**src/rtl/serstat_pkg.sv**
```systemverilog
package serstat_pkg;

   localparam int FLAG_N = 5;

   // flag slots in the internal vector
   localparam int FL_DR   = 0;
   localparam int FL_RDF  = 1;
   localparam int FL_BRK  = 2;
   localparam int FL_TDE  = 3;
   localparam int FL_TEND = 4;

   // register byte offsets
   localparam int OFS_MODE = 'h00;
   localparam int OFS_RATE = 'h04;
   localparam int OFS_CTRL = 'h08;
   localparam int OFS_TXD  = 'h0C;
   localparam int OFS_STAT = 'h10;
   localparam int OFS_RXD  = 'h14;
   localparam int OFS_FCTL = 'h18;
   localparam int OFS_RCNT = 'h1C;
   localparam int OFS_PORT = 'h20;
   localparam int OFS_LINE = 'h24;

   // bit position of each flag slot in the status word
   function automatic int flag_pos(input int slot);
      case (slot)
         FL_DR:   return 0;
         FL_RDF:  return 1;
         FL_BRK:  return 4;
         FL_TDE:  return 5;
         default: return 6;
      endcase
   endfunction

endpackage

```
**src/rtl/serstat_field.sv**
```systemverilog
module serstat_field #(
   parameter int           W    = 8,
   parameter logic [W-1:0] MASK = '1,
   parameter logic [W-1:0] RST  = '0
) (
   input  logic         clk,
   input  logic         rst_n,
   input  logic         we,
   input  logic [W-1:0] wd,
   output logic [W-1:0] q
);

   initial begin
      assert (W > 0) else $error("serstat_field: W must be positive");
      assert ((RST & ~MASK) == '0) else $error("serstat_field: reset value outside mask");
   end

   generate
      if (MASK == {W{1'b1}}) begin : g_full
         always_ff @(posedge clk or negedge rst_n) begin
            if (!rst_n)  q <= RST;
            else if (we) q <= wd;
         end
      end else begin : g_masked
         always_ff @(posedge clk or negedge rst_n) begin
            if (!rst_n)  q <= RST;
            else if (we) q <= wd & MASK;
         end
      end
   endgenerate

endmodule

```
**src/rtl/serstat_flags.sv**
```systemverilog
module serstat_flags #(
   parameter int           N   = 5,
   parameter logic [N-1:0] RST = '0
) (
   input  logic         clk,
   input  logic         rst_n,
   input  logic [N-1:0] set,
   input  logic [N-1:0] clr,
   output logic [N-1:0] q
);

   initial begin
      assert (N > 0) else $error("serstat_flags: N must be positive");
   end

   generate
      for (genvar g = 0; g < N; g++) begin : g_bit
         always_ff @(posedge clk or negedge rst_n) begin
            if (!rst_n)      q[g] <= RST[g];
            else if (set[g]) q[g] <= 1'b1;
            else if (clr[g]) q[g] <= 1'b0;
         end
      end
   endgenerate

endmodule

```
**src/rtl/serstat_trig.sv**
```systemverilog
module serstat_trig #(
   parameter int TW = 4,
   parameter int L0 = 1,
   parameter int L1 = 4,
   parameter int L2 = 8,
   parameter int L3 = 14
) (
   input  logic [1:0]    sel,
   output logic [TW-1:0] lvl
);

   initial begin
      assert (L0 < 2**TW && L1 < 2**TW && L2 < 2**TW && L3 < 2**TW)
         else $error("serstat_trig: level does not fit TW");
   end

   always_comb begin
      case (sel)
         2'd0:    lvl = TW'(L0);
         2'd1:    lvl = TW'(L1);
         2'd2:    lvl = TW'(L2);
         default: lvl = TW'(L3);
      endcase
   end

endmodule

```
**src/rtl/serstat_regs.sv**
```systemverilog
module serstat_regs
   import serstat_pkg::*;
#(
   parameter int       ADDR_W    = 6,
   parameter int       DATA_W    = 16,
   parameter int       LVL_W     = 5,
   parameter int       TRIG_W    = 4,
   parameter int       FCTL_W    = 16,
   parameter logic [7:0] MODE_MASK = 8'h7B,
   parameter logic [7:0] CTRL_MASK = 8'hFA,
   parameter logic [7:0] PORT_MASK = 8'hF3,
   parameter logic [7:0] RATE_RST  = 8'hFF,
   parameter logic [7:0] CTRL_RST  = 8'h20
) (
   input  logic              clk,
   input  logic              rst_n,
   input  logic [ADDR_W-1:0] bus_addr,
   input  logic              bus_wr,
   input  logic [DATA_W-1:0] bus_wdata,
   input  logic              bus_rd,
   output logic [DATA_W-1:0] bus_rdata,
   input  logic              ev_brk,
   input  logic              ev_rx_full,
   input  logic              ev_rx_ready,
   input  logic [7:0]        rx_data,
   input  logic [LVL_W-1:0]  rx_level,
   output logic              rx_pop,
   output logic [TRIG_W-1:0] rx_trig,
   output logic              fifo_clear,
   output logic [7:0]        tx_byte,
   output logic              tx_strobe,
   output logic              tx_irq,
   output logic              rx_irq
);

   localparam int CTRL_TXEN = 5;
   localparam int CTRL_RXIE = 6;
   localparam int CTRL_TXIE = 7;
   localparam logic [FLAG_N-1:0] FLAG_RST = FLAG_N'((1 << FL_TDE) | (1 << FL_TEND));

   initial begin
      assert (ADDR_W >= 6) else $error("serstat_regs: ADDR_W too small for the map");
      assert (DATA_W >= 16 && FCTL_W <= DATA_W) else $error("serstat_regs: DATA_W too small");
      assert (LVL_W <= DATA_W) else $error("serstat_regs: LVL_W wider than data");
   end

   // address decode
   logic sel_mode, sel_rate, sel_ctrl, sel_txd, sel_stat;
   logic sel_rxd, sel_fctl, sel_rcnt, sel_port, sel_line, sel_hit;

   assign sel_mode = (bus_addr == ADDR_W'(OFS_MODE));
   assign sel_rate = (bus_addr == ADDR_W'(OFS_RATE));
   assign sel_ctrl = (bus_addr == ADDR_W'(OFS_CTRL));
   assign sel_txd  = (bus_addr == ADDR_W'(OFS_TXD));
   assign sel_stat = (bus_addr == ADDR_W'(OFS_STAT));
   assign sel_rxd  = (bus_addr == ADDR_W'(OFS_RXD));
   assign sel_fctl = (bus_addr == ADDR_W'(OFS_FCTL));
   assign sel_rcnt = (bus_addr == ADDR_W'(OFS_RCNT));
   assign sel_port = (bus_addr == ADDR_W'(OFS_PORT));
   assign sel_line = (bus_addr == ADDR_W'(OFS_LINE));
   assign sel_hit  = sel_mode | sel_rate | sel_ctrl | sel_txd | sel_stat |
                     sel_rxd | sel_fctl | sel_rcnt | sel_port | sel_line;

   logic wr_ctrl, wr_txd, wr_stat, wr_fctl, rd_stat, rd_rxd;
   assign wr_ctrl = bus_wr & sel_ctrl;
   assign wr_txd  = bus_wr & sel_txd;
   assign wr_stat = bus_wr & sel_stat;
   assign wr_fctl = bus_wr & sel_fctl;
   assign rd_stat = bus_rd & sel_stat;
   assign rd_rxd  = bus_rd & sel_rxd;

   // configuration registers
   logic [7:0]        mode_q, rate_q, ctrl_q, port_q, txd_q;
   logic [FCTL_W-1:0] fctl_q;

   serstat_field #(.W(8), .MASK(MODE_MASK), .RST(8'h00)) i_mode (
      .clk(clk), .rst_n(rst_n), .we(bus_wr & sel_mode), .wd(bus_wdata[7:0]), .q(mode_q));
   serstat_field #(.W(8), .MASK(8'hFF), .RST(RATE_RST)) i_rate (
      .clk(clk), .rst_n(rst_n), .we(bus_wr & sel_rate), .wd(bus_wdata[7:0]), .q(rate_q));
   serstat_field #(.W(8), .MASK(CTRL_MASK), .RST(CTRL_RST)) i_ctrl (
      .clk(clk), .rst_n(rst_n), .we(wr_ctrl), .wd(bus_wdata[7:0]), .q(ctrl_q));
   serstat_field #(.W(8), .MASK(PORT_MASK), .RST(8'h00)) i_port (
      .clk(clk), .rst_n(rst_n), .we(bus_wr & sel_port), .wd(bus_wdata[7:0]), .q(port_q));
   serstat_field #(.W(8), .MASK(8'hFF), .RST(8'h00)) i_txd (
      .clk(clk), .rst_n(rst_n), .we(wr_txd), .wd(bus_wdata[7:0]), .q(txd_q));
   serstat_field #(.W(FCTL_W), .MASK({FCTL_W{1'b1}}), .RST('0)) i_fctl (
      .clk(clk), .rst_n(rst_n), .we(wr_fctl), .wd(bus_wdata[FCTL_W-1:0]), .q(fctl_q));

   // event flags
   logic [FLAG_N-1:0] flag_set, flag_clr, flag_q;
   logic              txidle_set;

   assign txidle_set = rd_stat & ctrl_q[CTRL_TXEN];

   always_comb begin
      flag_set          = '0;
      flag_set[FL_DR]   = ev_rx_ready;
      flag_set[FL_RDF]  = ev_rx_full;
      flag_set[FL_BRK]  = ev_brk;
      flag_set[FL_TDE]  = txidle_set;
      flag_set[FL_TEND] = txidle_set | (wr_ctrl & ~bus_wdata[CTRL_TXEN]);
      for (int i = 0; i < FLAG_N; i++)
         flag_clr[i] = wr_stat & ~bus_wdata[flag_pos(i)];
      flag_clr[FL_TDE] = flag_clr[FL_TDE] | wr_txd;
   end

   serstat_flags #(.N(FLAG_N), .RST(FLAG_RST)) i_flags (
      .clk(clk), .rst_n(rst_n), .set(flag_set), .clr(flag_clr), .q(flag_q));

   logic [DATA_W-1:0] stat_word;
   always_comb begin
      stat_word = '0;
      for (int i = 0; i < FLAG_N; i++)
         stat_word[flag_pos(i)] = flag_q[i];
   end

   // receive interrupt: set beats clear
   logic rxirq_set, rxirq_clr;
   assign rxirq_set = ev_rx_full & ctrl_q[CTRL_RXIE];
   assign rxirq_clr = (wr_stat & ~(bus_wdata[1] & bus_wdata[0])) |
                      (wr_ctrl & ~bus_wdata[CTRL_RXIE]);

   always_ff @(posedge clk or negedge rst_n) begin
      if (!rst_n)         rx_irq <= 1'b0;
      else if (rxirq_set) rx_irq <= 1'b1;
      else if (rxirq_clr) rx_irq <= 1'b0;
   end

   serstat_trig #(.TW(TRIG_W)) i_trig (.sel(fctl_q[7:6]), .lvl(rx_trig));

   assign tx_irq     = ctrl_q[CTRL_TXIE];
   assign tx_byte    = txd_q;
   assign tx_strobe  = wr_txd;
   assign fifo_clear = wr_fctl & bus_wdata[1];
   assign rx_pop     = rd_rxd;

   // read mux
   always_comb begin
      bus_rdata = '0;
      if (bus_rd) begin
         case (1'b1)
            sel_mode: bus_rdata = DATA_W'(mode_q);
            sel_rate: bus_rdata = DATA_W'(rate_q);
            sel_ctrl: bus_rdata = DATA_W'(ctrl_q);
            sel_txd:  bus_rdata = DATA_W'(txd_q);
            sel_stat: bus_rdata = stat_word;
            sel_rxd:  bus_rdata = DATA_W'(rx_data);
            sel_fctl: bus_rdata = DATA_W'(fctl_q);
            sel_rcnt: bus_rdata = DATA_W'(rx_level);
            sel_port: bus_rdata = DATA_W'(port_q);
            default:  bus_rdata = '0;
         endcase
      end
   end

   // assertions
   a_r3_break_sets: assert property (@(posedge clk) disable iff (!rst_n)
      ev_brk |=> flag_q[FL_BRK]);

   a_r6_txirq_follows_write: assert property (@(posedge clk) disable iff (!rst_n)
      (bus_wr && bus_addr == ADDR_W'(OFS_CTRL)) |=> tx_irq == $past(bus_wdata[7]));

   a_r8_txd_empties: assert property (@(posedge clk) disable iff (!rst_n)
      tx_strobe |=> !flag_q[FL_TDE]);

   a_r5_rxirq_drops: assert property (@(posedge clk) disable iff (!rst_n)
      (bus_wr && bus_addr == ADDR_W'(OFS_STAT) && bus_wdata[1:0] != 2'b11 && !ev_rx_full)
      |=> !rx_irq);

   a_r12_set_wins: assert property (@(posedge clk) disable iff (!rst_n)
      (ev_rx_full && ctrl_q[CTRL_RXIE]) |=> rx_irq);

   a_r11_unmapped_zero: assert property (@(posedge clk) disable iff (!rst_n)
      (bus_rd && !sel_hit) |-> bus_rdata == '0);

endmodule

```
**config.mk**
```make
export PLATFORM = sky130hd
export DESIGN_NAME = serstat_regs
export DESIGN_NICKNAME = d
export VERILOG_FILES = /design/src/rtl/serstat_pkg.sv /design/src/rtl/serstat_field.sv /design/src/rtl/serstat_flags.sv /design/src/rtl/serstat_trig.sv /design/src/rtl/serstat_regs.sv
export SDC_FILE = /design/constraint.sdc
export NUM_CORES = 1
export LEC_CHECK = 0
export ABC_AREA = 1
export BUFFER_PORTS_ARGS = -buffer_cell sky130_fd_sc_hd__buf_4
export CAP_MARGIN = 20
export CORE_MARGIN = 4
export CORE_UTILIZATION = 53
export DETAILED_ROUTE_END_ITERATION = 10
export GPL_TIMING_DRIVEN = 0
export PLACE_DENSITY = 0.8
export SYNTH_ARGS = -nofsm -noshare
export SYNTH_HDL_FRONTEND = slang
export SYNTH_SLANG_ARGS = --single-unit
```
**constraint.sdc**
```tcl
create_clock -name clk -period 1.35 [get_ports clk]
set_clock_uncertainty 0.05 [all_clocks]
set_input_delay 0.0675 -clock clk [delete_from_list [all_inputs] [get_ports clk]]
set_output_delay 0.0675 -clock clk [all_outputs]
set_load 0.005 [all_outputs]
```
After elaboration in Yosys (flattened, before gate mapping)
Index checks and enable logic that the tools add are counted.
- equality and inequality tests: 10
- muxes and demuxes: 23
- bitwise operators: 30
- reduce and logical (&&, ||, !) cells: 8
- operators by type and width (cell ; count):
    $mux W16 ; 9
    $eq A6 B5 Y1 const B ; 4
    $and A1 B1 Y1 ; 21
    $eq A6 B4 Y1 const B ; 2
    $mux W1 ; 12
    $pmux W4 S3 ; 1
    $reduce_bool A2 Y1 ; 6
    $mux W8 ; 1
    $eq A6 B3 Y1 const B ; 1
    $eq A6 B6 Y1 const B ; 1
    $logic_not A6 Y1 ; 1
    $not A1 Y1 ; 6
    $or A1 B1 Y1 ; 3
    $eq A2 B1 Y1 const B ; 1
    $eq A2 B2 Y1 const B ; 1
    $logic_not A2 Y1 ; 1
- flip-flop bits (word level): 56
- input port bits: 42
- output and inout port bits: 33
- logic and storage cells: 83

Depth between registers and ports, before layout
- depth in word-level cells: 11
- gate-level depth with buffers: 12
- depth with buffers taken out: 11

Hierarchy
From an unflattened synthesis, not the netlist that was laid out.
- cell total of the unflattened synthesis: 446
- area, all modules: 3214.3 µm²
- modules (own cells, without submodules) (module ; instances ; cells each ; area each (µm²) ; seq. area each (µm²)):
    serstat_regs ; 1 ; 196 ; 1006.0 ; 25.0
    serstat_field (i_fctl) ; 1 ; 68 ; 644.4 ; 400.4
    serstat_field (i_mode ...) ; 2 ; 28 ; 240.2 ; 150.1
    serstat_field (i_rate) ; 1 ; 34 ; 315.3 ; 210.2
    serstat_field (i_txd) ; 1 ; 34 ; 305.3 ; 200.2
    serstat_field (i_ctrl) ; 1 ; 28 ; 241.5 ; 151.4
    serstat_flags ; 1 ; 25 ; 202.7 ; 127.6
    serstat_trig ; 1 ; 5 ; 18.8 ; 0.0

Worst setup path before layout
Ideal clock, no wire load.
- path kind: input -> register
- start: input bus_addr[0]
- end: register i_fctl.q[11]
- library setup time: 0.125 ns
- data arrival time: 0.977 ns
- required time: 1.175 ns
- slack: 0.198 ns
- cell stages on the path: 8
- path buffers: 1
- cells stage by stage: inv_1 -> nand2_2 -> nor2_4 -> nand2_1 -> inv_2 -> nand2_4 -> buf_6 -> mux2_4
- word-level cells in the longest chain between the ends: 2
- RTL lines (what ; line ; source):
    start: declaration ; serstat_regs.sv:17 ; input logic [ADDR_W-1:0] bus_addr,
    $eq A6 B5 Y1 ; serstat_regs.sv:57 ; assign sel_fctl = (bus_addr == ADDR_W'(OFS_FCTL));
    $and A1 B1 Y1 ; serstat_regs.sv:68 ; assign wr_fctl = bus_wr & sel_fctl;
    end signal: assignment ; serstat_field.sv:22 ; else if (we) q <= wd;
    end: declaration ; serstat_field.sv:10 ; output logic [W-1:0] q
No other way between the ends.
A chain may end at the register's enable or synchronous reset.

Worst setup path in the final report
- start: register i_port.q[1]
- end: output bus_rdata[1]
- word-level cells in the longest chain between the ends: 10
- RTL lines (what ; line ; source):
    start: declaration ; serstat_field.sv:10 ;
    start signal: assignment ; serstat_field.sv:27 ; else if (we) q <= wd & MASK;
    $mux W8 ; serstat_regs.sv:141 ; case (1'b1)
    $mux W16 (8 in a row) ; serstat_regs.sv:141 ;
    $mux W16 ; serstat_regs.sv:140 ; if (bus_rd) begin
    end: declaration ; serstat_regs.sv:21 ; output logic [DATA_W-1:0] bus_rdata,
No other way between the ends.

==> run metrics <==
root buffer cell=clkbuf_8; first-pass GRT wire length=13,700 microns; Peak supply drop=0.785 mV; Pwr Density=919 nW/um^2; WP data arrival=1.44 ns; drt first-iter violations=212; Final setup viols=11; drt drc=0; CTS tree=done; Fmax=0.641 GHz; Clock transition at path regs=0.09 ns; combinational fraction of design power=0.189; vias in the first global route=2,854; Compound-Gate Fraction of Synth Area=0.149; Clk Latency, worst-skew pair=0.31 ns; largest net degree at the start of global routing=57; Syn Inst Count=353; Cell Area, Synth=2850 sq um; synthesized area per cell=8.08 sq um; placed cell areas=3490 sq um; routed vias/inst=5.29; clk buf depth=2; Clk network pwr share=0.254; Post-DP HPWL=5750 microns; unrepaired setup endpoints after global routing=yes; Int Power=2710 uW; sum of negative setup slack=-1.18 ns; Core Util, Final=0.781; flops & latches, synth=56; synth warn=0; Ant. Diodes=0; sequential share of power=0.557; Inserted Clock Buffers=5; die width=81.4 microns; Rel. slew slack=0.534; Reg2Reg Setup Slack=0.45 ns; Synth Flop Type=dfrtp_1; adder-cell area share of the yosys netlist=0; Final Cycle Share=1.16; fraction of layout cells with a size suffix above 1=0.381; core area=5170 sq um; hold depth=3; Finished Cell Area=4040 sq um; Fin. Hold Viols=0; largest family of logic cells by synthesized area=simple AND/OR/NAND/NOR gates; antenna violations before repair=0; Setup WS post-layout=-0.211 ns; minimum clock period=1.56 ns; GRT overflow=0; Startpoint Class=flip-flop; P&R area growth vs syn=41.6%; post-route ant nets=0; P_sw=1000 uW; Port Buf Inserts=74; Worst Setup End Kind=primary output; I/O pin count=75; cells on worst reg2reg path=2; class of the worst hold path=in2reg; Setup CP Type=reg2out; Sinks on Clock Net=56; final max-slew violation count=0; Hold Slack=0.0290 ns; CP max FO=2; total power=3710 uW; Reg-to-Reg Start=i_ctrl.q[5]$_DFFE_PN1P_; GR Util All Layers=0.275; XOR/XNOR Fraction of Synth Area=0; multiplexer share of the synthesized area=0.0355; CP startpoint=i_port.q[1]$_DFFE_PN0P_; R2R Path End=i_flags.q[4]$_DFFE_PN1P_; status=finished, violations left; Die ar.=6620 sq um; Synth Area in Simple Gates=0.244; Net Sw Frac=0.271; synth unique cells=30; number of max-cap violations=0; Starting Density=0.551; leakage=0.00204 uW; DR pass1 iterations=5; Die Ht=81.4 microns; failing checks=setup timing; H-tree levels=2; Post-synth EDFFs=0; syn nets=395; Rows=26; DR WL/cell=16.1 microns; ys async rst share=1.00; post-synthesis sequential area ratio=0.496; gpl congestion=0.917; CP Capture Point=bus_rdata[1]; slew at the pin closest to its max-slew limit=0.699 ns; nets=505; WP data required=1.23 ns; Total Routed Length=8600 microns; Via Count=2,827
[kinds of logic (layout without fill, tap and decap cells)]
family                 count (synthesis)  count (layout)
AO/OA/AOI/OAI                         80              80
buffers and inverters                 49             160
flip-flops                            56              56
multiplexers                           8               8
AND/OR/NAND/NOR                      160             160
[flip-flops by register name, summed over array words and instances (netlist names)]
| signal | count |
|---|---|
| rx_irq | 1 |
| i_flags.q | 5 |
| i_rate.q | 8 |
| i_port.q | 6 |
| i_txd.q | 8 |
| i_mode.q | 6 |
| i_ctrl.q | 6 |
| i_fctl.q | 16 |
[layout by cell type, fill, tap and decap left out, drive strengths merged]
master       instances
a21oi               18
clkbuf              10
o21ai               51
or2                  4
mux2                 8
clkinvlp             1
nand2              102
o221ai               1
o22ai                4
o2111ai              1
dfrtp               45
inv                 36
nand4                4
o211ai               1
nor2                30
o21bai               2
o31ai                1
dlygate4sd3         17
dfstp               11
nand3b               1
nand3               19
a21o                 1
buf                 96
[worst min-delay path by stage]
| stage | from | end |
|---|---|---|
| floorplan | rst_n | i_ctrl.q[1]$_DFFE_PN0P_ |
| global placement | rst_n | i_ctrl.q[3]$_DFFE_PN0P_ |
| detailed placement | rst_n | i_mode.q[3]$_DFFE_PN0P_ |
| CTS | bus_rd | i_flags.q[3]$_DFFE_PN1P_ |
| global route | bus_rd | i_flags.q[3]$_DFFE_PN1P_ |
| finish | bus_rd | i_flags.q[3]$_DFFE_PN1P_ |
[critical path, stage by stage, from the launching register on]
cell	delay (ns)
dfrtp_1	0.40
nand4_1	0.12
nand3_2	0.10
o21ai_2	0.16
nand2_1	0.09
nand2_1	0.08
a21oi_2	0.05
buf_4	0.13
[layout make-up]
cell class                 instances  area (sq um)
sequential                        56          1420
fill                             365          1130
buffer                            11          73.8
tap                               70          87.6
inverter                          37           155
clock buffer                       8          90.1
multi-input combinational        248          1370
timing repair buffer             104           842
[repair_timing]
item	4_1_cts	5_1_grt
gates resized for setup	30	35
hold buffers	17	0
setup endpoints to repair	12	17
endpoints found under the hold margin	61	0
setup buffers	6	8
pin swaps	10	8
[synthesized netlist by cell type (5+ instances only)]
cell type	instances	area, sq um
nand3_1	19	95.1
a21oi_1	18	90.1
o21ai_0	29	145
inv_1	33	124
buf_2	6	30.0
nor2_1	23	86.3
nand2_2	5	31.3
nor2_2	5	31.3
dfrtp_1	45	1130
mux2_2	5	56.3
nand2_1	96	360
dfstp_2	11	289
o21ai_1	22	110
[through the flow]
stage / instances / setup WS, ns
2_1_floorplan: 353 / 0.198
3_3_place_gp: 497 / -0.269
3_5_place_dp: 497 / -0.292
4_1_cts: 528 / -0.165
5_1_grt: 534 / -0.295
6_report: 534 / -0.211
[layer usage]
metal  track usage  up-vias  share of wire
met5             0        -              0
met3        0.0443       21          0.073
met4        0.0845        0          0.019
met2         0.465      124           0.50
li1              -     1367              -
met1         0.361     1315           0.41
[power by group through the flow]
stage / clock network [uW] / logic (uW) / registers, uW
2_1_floorplan: 0 / 282 / 2050
3_3_place_gp: 0 / 563 / 2080
3_5_place_dp: 0 / 583 / 2080
4_1_cts: 949 / 657 / 2050
5_1_grt: 1040 / 783 / 2090
6_report: 941 / 701 / 2070
Note: power is estimated with default switching activity, not from simulation.
